`src/rtl/sas_pkg.sv`:
```
package sas_pkg;

    localparam int NUM_PART = 8;

    typedef enum logic [3:0] {
        ST_IDLE,
        ST_RED1,
        ST_WAIT1,
        ST_RED2,
        ST_WAIT2,
        ST_RED3,
        ST_WAIT3,
        ST_SCALE,
        ST_FLUSH,
        ST_DONE
    } sas_state_e;

endpackage

```
`src/rtl/sas_add_pipe.sv`:
```
module sas_add_pipe #(
    parameter int W   = 18,
    parameter int LAT = 9,
    parameter int TW  = 8
) (
    input  logic                clk,
    input  logic                rst_n,
    input  logic                in_valid,
    input  logic                in_sub,
    input  logic signed [W-1:0] in_a,
    input  logic signed [W-1:0] in_b,
    input  logic [TW-1:0]       in_tag,
    output logic                out_valid,
    output logic signed [W-1:0] out_data,
    output logic [TW-1:0]       out_tag,
    output logic                empty
);

    logic [LAT-1:0]        v_q;
    logic signed [W-1:0]   d_q [LAT];
    logic [TW-1:0]         t_q [LAT];

    always_ff @(posedge clk) begin
        if (!rst_n) v_q[0] <= 1'b0;
        else        v_q[0] <= in_valid;
        d_q[0] <= in_sub ? (in_a - in_b) : (in_a + in_b);
        t_q[0] <= in_tag;
    end

    for (genvar i = 1; i < LAT; i++) begin : g_stage
        always_ff @(posedge clk) begin
            if (!rst_n) v_q[i] <= 1'b0;
            else        v_q[i] <= v_q[i-1];
            d_q[i] <= d_q[i-1];
            t_q[i] <= t_q[i-1];
        end
    end

    assign out_valid = v_q[LAT-1];
    assign out_data  = d_q[LAT-1];
    assign out_tag   = t_q[LAT-1];
    assign empty     = ~|v_q;

endmodule

```
`src/rtl/sas_mul_pipe.sv`:
```
module sas_mul_pipe #(
    parameter int W    = 18,
    parameter int FRAC = 12,
    parameter int LAT  = 2,
    parameter int TW   = 5
) (
    input  logic                clk,
    input  logic                rst_n,
    input  logic                in_valid,
    input  logic signed [W-1:0] in_a,
    input  logic signed [W-1:0] in_k,
    input  logic [TW-1:0]       in_tag,
    output logic                out_valid,
    output logic signed [W-1:0] out_data,
    output logic [TW-1:0]       out_tag,
    output logic                empty
);

    function automatic logic signed [W-1:0] scale_round(
        input logic signed [W-1:0] a,
        input logic signed [W-1:0] k
    );
        logic signed [2*W-1:0] full;
        full = a * k;
        full = full + ((2*W)'(1) <<< (FRAC - 1));
        full = full >>> FRAC;
        return full[W-1:0];
    endfunction

    logic [LAT-1:0]      v_q;
    logic signed [W-1:0] d_q [LAT];
    logic [TW-1:0]       t_q [LAT];

    always_ff @(posedge clk) begin
        if (!rst_n) v_q[0] <= 1'b0;
        else        v_q[0] <= in_valid;
        d_q[0] <= scale_round(in_a, in_k);
        t_q[0] <= in_tag;
    end

    for (genvar i = 1; i < LAT; i++) begin : g_stage
        always_ff @(posedge clk) begin
            if (!rst_n) v_q[i] <= 1'b0;
            else        v_q[i] <= v_q[i-1];
            d_q[i] <= d_q[i-1];
            t_q[i] <= t_q[i-1];
        end
    end

    assign out_valid = v_q[LAT-1];
    assign out_data  = d_q[LAT-1];
    assign out_tag   = t_q[LAT-1];
    assign empty     = ~|v_q;

endmodule

```
`src/rtl/sas_seq.sv`:
```
module sas_seq
    import sas_pkg::*;
#(
    parameter int N_ELEM = 24,
    localparam int CW    = $clog2(2 * N_ELEM)
) (
    input  logic          clk,
    input  logic          rst_n,
    input  logic          start,
    input  logic          pipes_empty,
    output sas_state_e    state,
    output logic [CW-1:0] cnt,
    output logic          busy,
    output logic          done
);

    localparam logic [CW-1:0] LAST_L1 = CW'(2 * N_ELEM - 1);
    localparam logic [CW-1:0] LAST_L2 = CW'(N_ELEM - 1);
    localparam logic [CW-1:0] LAST_L3 = CW'(N_ELEM / 2 - 1);
    localparam logic [CW-1:0] LAST_SC = CW'(N_ELEM - 1);

    sas_state_e    state_d;
    logic [CW-1:0] cnt_d;

    always_comb begin
        state_d = state;
        cnt_d   = cnt;
        unique case (state)
            ST_IDLE: begin
                cnt_d = '0;
                if (start) state_d = ST_RED1;
            end
            ST_RED1: begin
                cnt_d = cnt + 1'b1;
                if (cnt == LAST_L1) begin
                    state_d = ST_WAIT1;
                    cnt_d   = '0;
                end
            end
            ST_WAIT1: if (pipes_empty) state_d = ST_RED2;
            ST_RED2: begin
                cnt_d = cnt + 1'b1;
                if (cnt == LAST_L2) begin
                    state_d = ST_WAIT2;
                    cnt_d   = '0;
                end
            end
            ST_WAIT2: if (pipes_empty) state_d = ST_RED3;
            ST_RED3: begin
                cnt_d = cnt + 1'b1;
                if (cnt == LAST_L3) begin
                    state_d = ST_WAIT3;
                    cnt_d   = '0;
                end
            end
            ST_WAIT3: if (pipes_empty) state_d = ST_SCALE;
            ST_SCALE: begin
                cnt_d = cnt + 1'b1;
                if (cnt == LAST_SC) begin
                    state_d = ST_FLUSH;
                    cnt_d   = '0;
                end
            end
            ST_FLUSH: if (pipes_empty) state_d = ST_DONE;
            ST_DONE:  state_d = ST_IDLE;
            default:  state_d = ST_IDLE;
        endcase
    end

    always_ff @(posedge clk) begin
        if (!rst_n) begin
            state <= ST_IDLE;
            cnt   <= '0;
        end else begin
            state <= state_d;
            cnt   <= cnt_d;
        end
    end

    always_comb begin
        busy = (state != ST_IDLE);
        done = (state == ST_DONE);
    end

endmodule

```
`src/rtl/site_accum_scale_sub.sv`:
```
module site_accum_scale_sub
    import sas_pkg::*;
#(
    parameter int N_ELEM  = 24,
    parameter int DATA_W  = 18,
    parameter int FRAC_W  = 12,
    parameter int ADD_LAT = 9,
    parameter int MUL_LAT = 2,
    localparam int EW     = $clog2(N_ELEM),
    localparam int CW     = $clog2(2 * N_ELEM),
    localparam int TW     = EW + 3
) (
    input  logic                       clk,
    input  logic                       rst_n,
    input  logic                       start,
    output logic                       busy,
    output logic                       done,
    input  logic                       cfg_kappa_we,
    input  logic [DATA_W-1:0]          cfg_kappa_data,
    output logic                       part_rd_en,
    output logic [EW-1:0]              part_rd_addr,
    input  logic [NUM_PART*DATA_W-1:0] part_rd_data,
    output logic                       cur_rd_en,
    output logic [EW-1:0]              cur_rd_addr,
    input  logic [DATA_W-1:0]          cur_rd_data,
    output logic                       res_we,
    output logic [EW-1:0]              res_addr,
    output logic [DATA_W-1:0]          res_data
);

    localparam int FIN = TW - 1;

    sas_state_e    state;
    logic [CW-1:0] cnt;
    logic          pipes_empty;

    logic signed [DATA_W-1:0] kappa_q;
    logic signed [DATA_W-1:0] scr [4][N_ELEM];
    logic signed [DATA_W-1:0] pw  [NUM_PART];

    // first-level issue follows the buffer read by one cycle
    logic          l1_v;
    logic          l1_ph;
    logic [EW-1:0] l1_e;

    // adder pipe inputs and outputs
    logic                     a0_v, a1_v, a0_sub, a1_sub;
    logic signed [DATA_W-1:0] a0_a, a0_b, a1_a, a1_b;
    logic [TW-1:0]            a0_t, a1_t;
    logic                     o0_v, o1_v, e0, e1;
    logic signed [DATA_W-1:0] o0_d, o1_d;
    logic [TW-1:0]            o0_t, o1_t;

    // multiplier
    logic                     m_v, mo_v, m_empty;
    logic signed [DATA_W-1:0] m_a, mo_d, cur_al;
    logic [EW-1:0]            m_t, mo_t;

    logic [EW-1:0] ce, e_even, e_odd;

    sas_seq #(.N_ELEM(N_ELEM)) u_seq (
        .clk         (clk),
        .rst_n       (rst_n),
        .start       (start),
        .pipes_empty (pipes_empty),
        .state       (state),
        .cnt         (cnt),
        .busy        (busy),
        .done        (done)
    );

    // scaling constant: accepted in idle only
    always_ff @(posedge clk) begin
        if (!rst_n)                               kappa_q <= '0;
        else if (cfg_kappa_we && state == ST_IDLE) kappa_q <= cfg_kappa_data;
    end

    always_comb begin
        for (int k = 0; k < NUM_PART; k++) pw[k] = part_rd_data[k*DATA_W +: DATA_W];
    end

    assign ce     = cnt[EW-1:0];
    assign e_even = {cnt[EW-2:0], 1'b0};
    assign e_odd  = {cnt[EW-2:0], 1'b1};

    // buffer read strobes
    always_comb begin
        part_rd_en   = (state == ST_RED1);
        part_rd_addr = cnt[EW:1];
        cur_rd_en    = (state == ST_SCALE);
        cur_rd_addr  = ce;
    end

    always_ff @(posedge clk) begin
        if (!rst_n) l1_v <= 1'b0;
        else        l1_v <= (state == ST_RED1);
        l1_ph <= cnt[0];
        l1_e  <= cnt[EW:1];
    end

    // current value delayed to meet the multiplier output
    if (MUL_LAT > 1) begin : g_cur_dly
        logic signed [DATA_W-1:0] c_q [MUL_LAT-1];
        always_ff @(posedge clk) begin
            c_q[0] <= cur_rd_data;
            for (int i = 1; i < MUL_LAT - 1; i++) c_q[i] <= c_q[i-1];
        end
        assign cur_al = c_q[MUL_LAT-2];
    end else begin : g_cur_dir
        assign cur_al = cur_rd_data;
    end

    // multiplier issue during scaling
    always_comb begin
        m_v = (state == ST_SCALE);
        m_a = scr[0][ce];
        m_t = ce;
    end

    // adder operand sequencing
    always_comb begin
        a0_v = 1'b0; a0_sub = 1'b0; a0_a = '0; a0_b = '0; a0_t = '0;
        a1_v = 1'b0; a1_sub = 1'b0; a1_a = '0; a1_b = '0; a1_t = '0;
        if (l1_v) begin
            a0_v = 1'b1;
            a0_a = pw[l1_ph ? 4 : 0];
            a0_b = pw[l1_ph ? 5 : 1];
            a0_t = {1'b0, (l1_ph ? 2'd2 : 2'd0), l1_e};
            a1_v = 1'b1;
            a1_a = pw[l1_ph ? 6 : 2];
            a1_b = pw[l1_ph ? 7 : 3];
            a1_t = {1'b0, (l1_ph ? 2'd3 : 2'd1), l1_e};
        end else if (state == ST_RED2) begin
            a0_v = 1'b1;
            a0_a = scr[0][ce];
            a0_b = scr[1][ce];
            a0_t = {1'b0, 2'd0, ce};
            a1_v = 1'b1;
            a1_a = scr[2][ce];
            a1_b = scr[3][ce];
            a1_t = {1'b0, 2'd1, ce};
        end else if (state == ST_RED3) begin
            a0_v = 1'b1;
            a0_a = scr[0][e_even];
            a0_b = scr[1][e_even];
            a0_t = {1'b0, 2'd0, e_even};
            a1_v = 1'b1;
            a1_a = scr[0][e_odd];
            a1_b = scr[1][e_odd];
            a1_t = {1'b0, 2'd0, e_odd};
        end else if (mo_v) begin
            if (mo_t[0]) begin
                a1_v = 1'b1; a1_sub = 1'b1;
                a1_a = cur_al; a1_b = mo_d;
                a1_t = {1'b1, 2'd0, mo_t};
            end else begin
                a0_v = 1'b1; a0_sub = 1'b1;
                a0_a = cur_al; a0_b = mo_d;
                a0_t = {1'b1, 2'd0, mo_t};
            end
        end
    end

    sas_add_pipe #(.W(DATA_W), .LAT(ADD_LAT), .TW(TW)) u_add0 (
        .clk(clk), .rst_n(rst_n),
        .in_valid(a0_v), .in_sub(a0_sub), .in_a(a0_a), .in_b(a0_b), .in_tag(a0_t),
        .out_valid(o0_v), .out_data(o0_d), .out_tag(o0_t), .empty(e0)
    );

    sas_add_pipe #(.W(DATA_W), .LAT(ADD_LAT), .TW(TW)) u_add1 (
        .clk(clk), .rst_n(rst_n),
        .in_valid(a1_v), .in_sub(a1_sub), .in_a(a1_a), .in_b(a1_b), .in_tag(a1_t),
        .out_valid(o1_v), .out_data(o1_d), .out_tag(o1_t), .empty(e1)
    );

    sas_mul_pipe #(.W(DATA_W), .FRAC(FRAC_W), .LAT(MUL_LAT), .TW(EW)) u_mul (
        .clk(clk), .rst_n(rst_n),
        .in_valid(m_v), .in_a(m_a), .in_k(kappa_q), .in_tag(m_t),
        .out_valid(mo_v), .out_data(mo_d), .out_tag(mo_t), .empty(m_empty)
    );

    assign pipes_empty = e0 & e1 & m_empty & ~l1_v;

    // partial sums land in the scratch array
    always_ff @(posedge clk) begin
        if (o0_v && !o0_t[FIN]) scr[o0_t[FIN-1:FIN-2]][o0_t[EW-1:0]] <= o0_d;
        if (o1_v && !o1_t[FIN]) scr[o1_t[FIN-1:FIN-2]][o1_t[EW-1:0]] <= o1_d;
    end

    // final differences go out through the write port
    always_comb begin
        res_we   = 1'b0;
        res_addr = '0;
        res_data = '0;
        if (o0_v && o0_t[FIN]) begin
            res_we   = 1'b1;
            res_addr = o0_t[EW-1:0];
            res_data = o0_d;
        end else if (o1_v && o1_t[FIN]) begin
            res_we   = 1'b1;
            res_addr = o1_t[EW-1:0];
            res_data = o1_d;
        end
    end

endmodule

```
`config.mk`:
```
export PLATFORM = sky130hd
export DESIGN_NAME = site_accum_scale_sub
export DESIGN_NICKNAME = d
export VERILOG_FILES = /design/src/rtl/sas_pkg.sv /design/src/rtl/sas_add_pipe.sv /design/src/rtl/sas_mul_pipe.sv /design/src/rtl/sas_seq.sv /design/src/rtl/site_accum_scale_sub.sv
export SDC_FILE = /design/constraint.sdc
export NUM_CORES = 2
export LEC_CHECK = 0
export BUFFER_PORTS_ARGS = -buffer_cell sky130_fd_sc_hd__buf_2
export CAP_MARGIN = 20
export CORE_MARGIN = 1.5
export CORE_UTILIZATION = 40
export CTS_BUF_LIST = sky130_fd_sc_hd__clkbuf_8
export CTS_CLUSTER_DIAMETER = 50
export DETAILED_ROUTE_END_ITERATION = 10
export SLEW_MARGIN = 20
export SYNTH_ARGS = -nofsm -noshare
export SYNTH_HDL_FRONTEND = slang
export SYNTH_HIERARCHICAL = 1
export SYNTH_SLANG_ARGS = --single-unit
```
`constraint.sdc`:
```
create_clock -name clk -period 10 [get_ports clk]
set_input_delay 1.5 -clock clk [delete_from_list [all_inputs] [get_ports clk]]
set_output_delay 1.5 -clock clk [all_outputs]
set_load 0.02 [all_outputs]
```
==> reports/results.ini <==
[placement]
gp_congestion = 0.977
port-buffer-count = 221
hpwl_um = 301000
pre_cts_slack_ns = 1.35

[outcome]
status = finished with violations
violations = DRC

[worst_setup_path]
rr_worst_depth = 25
max_stage_delay_ns = 0.94
cp_slowest_cell = dfxtp_4
cp_max_fo = 45
ff2ff_setup_slack_ns = 1.27
rr_startpoint = u_seq/cnt[0]
crit_path_end_kind = register
path_depth = 25
cp_num_buf_inv = 5
crit_type = reg -> reg
crit_family = adder cells
cp-start-kind = register
cp_common_cell = fa_1
r2r-end = u_mul/d_q[0][8]
critPathArrivalTime_ns = 9.72
critPathRequiredTime_ns = 10.99

[timing]
setup_viol = 0
finalSetupTns_ns = 0
timing_hold_violations_final = 0
slew_headroom_pct = 16.1
skew_ns = 0.0930
drv_slew = 0
rsz0062_at_grt = false
tightest_slew_ns = 1.26
hold_ws_ns = 0.267
min_period_ns = 8.73
fmax_mhz = 115
fin_crit_sh_pct = 87.3
fin_ws_ns = 1.27

[cells_and_area]
nNetsFinal = 9037
layout-drive-gt1-share_pct = 42.7
areaGrowthSynthToFinish_pct = 11.1

[pwr]
total_power_mw = 29.0
p_per_area_nw_per_um2 = 211
p_leak_nw = 49.1
ir_drop_mv = 0.181

[clock_tree]
clockBufferDepth = 4
numClockSinks = 2315
ctsHoldBuffers = 0
h-tree-depth = 5
cts_root_buf = clkbuf_8
cts.repair.resized = 0
clk_pin_slew_ns = 0.06
clk_latency_ns = 1.12
postCtsSetupBuffers = 0
cts_buffers = 405
cts_tree = built

[synthesis]
synthesis.area_um2 = 124000
synth_area_leader_cell = edfxtp_1
yosysUniqueCellTypes = 98
syn_inst = 8446
syn-num-nets = 9025
yosysMostFrequentCell = mux2_2
syn_avg_cell_area_um2 = 14.6
synthTopCellsByCount = mux2_2, edfxtp_1, mux4_2, dfxtp_1, clkbuf_1
yosysTopAreaCellShare_pct = 42.0
synth-edff-count = 1728
async_flop_share_pct = 0
synth_area_leaders = edfxtp_1, mux2_2, mux4_2
ys.warnings.count = 6
ys_ff_latch = 2315
ys_seq_area_share_pct = 51.5
yosys_most_used_dff = edfxtp_1

[min_path]
hold_path.class = reg -> reg
hold_end = u_add1/d_q[0][154]
hold_depth = 0
hp-start = u_add1/d_q[0][136]

[grt]
grt_util_met3_pct = 7.18
grt_pass1_wl_um = 630000
overflow = 0
antenna_found_initial = 43
grt_usage_pct = 29.0
grt_pass1_vias = 78400
gr-usage-met2_pct = 44.1
top_usage_layer = met2
grtUsageMet1_pct = 36.9
grt_start_max_net_pins = 95

[floorplanning]
dieArea_um2 = 312000
io_pins = 222
fp.coreArea_um2 = 307000
fp.dieW_um = 559
initial_utilization_pct = 40.3
num_rows = 203
die_h_um = 559

[detailed_routing]
avgRoutedWirePerCell_um = 35.7
drtIter0Drc = 11200
first_pass_iters = 9
ant_nets = 0
routed_wl_um = 461000
drc = 4
vias = 79900
routed_via_density = 6.18

[job]
maxCapViolations = 0

==> routing by layer <==
layer	share of wire, %	up-vias	routed length (um)
met3	10	1139	47800
met4	7.7	16	35300
met2	45	5036	206000
met1	37	41800	172000
li1	-	31900	-
met5	0.060	-	276
==> worst max path at each step <==
stage,startpoint,end,slack [ns]
finish,u_seq/cnt[0],u_mul/d_q[0][8],1.27
global route,u_seq/cnt[0],u_mul/d_q[0][8],0.88
CTS,u_seq/cnt[0],u_mul/d_q[0][17],1.22
detailed placement,u_seq/cnt[0],u_mul/d_q[0][17],1.35
global placement,u_seq/cnt[0],u_mul/d_q[0][17],1.40
floorplan,u_seq/cnt[0],u_mul/d_q[0][11],2.34
==> through the flow <==
stage / utilization (%) / instance area (um2) / cells
finish: 44.8 / 137000 / 12900
CTS: 44.8 / 137000 / 12900
global placement: 42.0 / 129000 / 12100
global route: 44.8 / 137000 / 12900
floorplan: - / 124000 / 8446
detailed placement: 42.0 / 129000 / 12100
==> where the power goes <==
| group | internal (mW) | switching, mW | total (mW) |
|---|---|---|---|
| clock | 4.72 | 4.25 | 8.98 |
| sequential | 11.9 | 1.38 | 13.3 |
| combinational | 3.11 | 3.66 | 6.77 |
==> cells by family (layout without fill, tap and decap cells) <==
kind of cell | Yosys count | count (layout) | synth area share, %
xor gates and xnor gates | 101 | 101 | 0.716
adders and majority gates | 395 | 395 | 5.69
buffers and inverters | 1263 | 1630 | 4.48
other | 1 | 23 | 0.00303
AOI/OAI and AO/OA | 642 | 642 | 3.60
and+or+nand+nor | 1155 | 1155 | 4.64
muxes | 2574 | 2574 | 29.4
DFF | 2315 | 2315 | 51.5
==> cells in the final DEF (no fill, tap or decap), types with 18 or more instances in the layout <==
cell	Yosys	routed
mux2_2	1747	1747
edfxtp_1	1728	1728
mux4_2	666	666
dfxtp_1	587	545
inv_1	365	515
clkbuf_8	0	470
nand2_1	412	409
fa_1	278	278
buf_4	115	264
buf_2	216	221
nor2_1	211	205
and2_1	191	190
mux2i_1	143	142
ha_1	117	117
a21oi_1	86	86
o21ai_0	160	78
xnor2_1	75	75
nor3_1	56	55
clkinv_2	0	52
a221oi_1	51	51
a22o_1	48	48
nand2_2	40	43
nand3_1	43	42
nor2b_1	44	42
dfxtp_4	0	42
o21ai_2	2	41
a22oi_1	39	39
clkinv_1	3	38
o21ai_4	0	32
a211o_1	27	27
xor2_1	26	25
diode_2	0	22
a211oi_1	23	22
nor2_2	19	21
o22ai_1	45	21
a21o_1	18	18
o22ai_2	1	18
a21boi_0	18	18
==> state kept, by name (all words and copies together) (netlist names), 4 cells and up <==
register / flops
u_seq/cnt: 6
u_add0/t_q: 72
scr: 1728
u_mul/t_q: 10
l1_e: 5
u_add1/t_q: 72
u_mul/d_q: 36
kappa_q: 18
u_seq/state: 4
g_cur_dly.c_q: 18
u_add0/v_q: 8
u_add1/v_q: 8
u_add1/d_q: 162
u_add0/d_q: 162
==> area by class of cell <==
cell class,instances,area [um2]
inverter,370,1400
multi-input combinational,4868,55300
antenna,22,55.1
tap,4100,5130
clock inverter,292,1850
sequential,2315,63800
timing repair buffer,498,3360
fill,27300,169000
clock buffer,470,6470
Power figures use the tool's default switching activity.
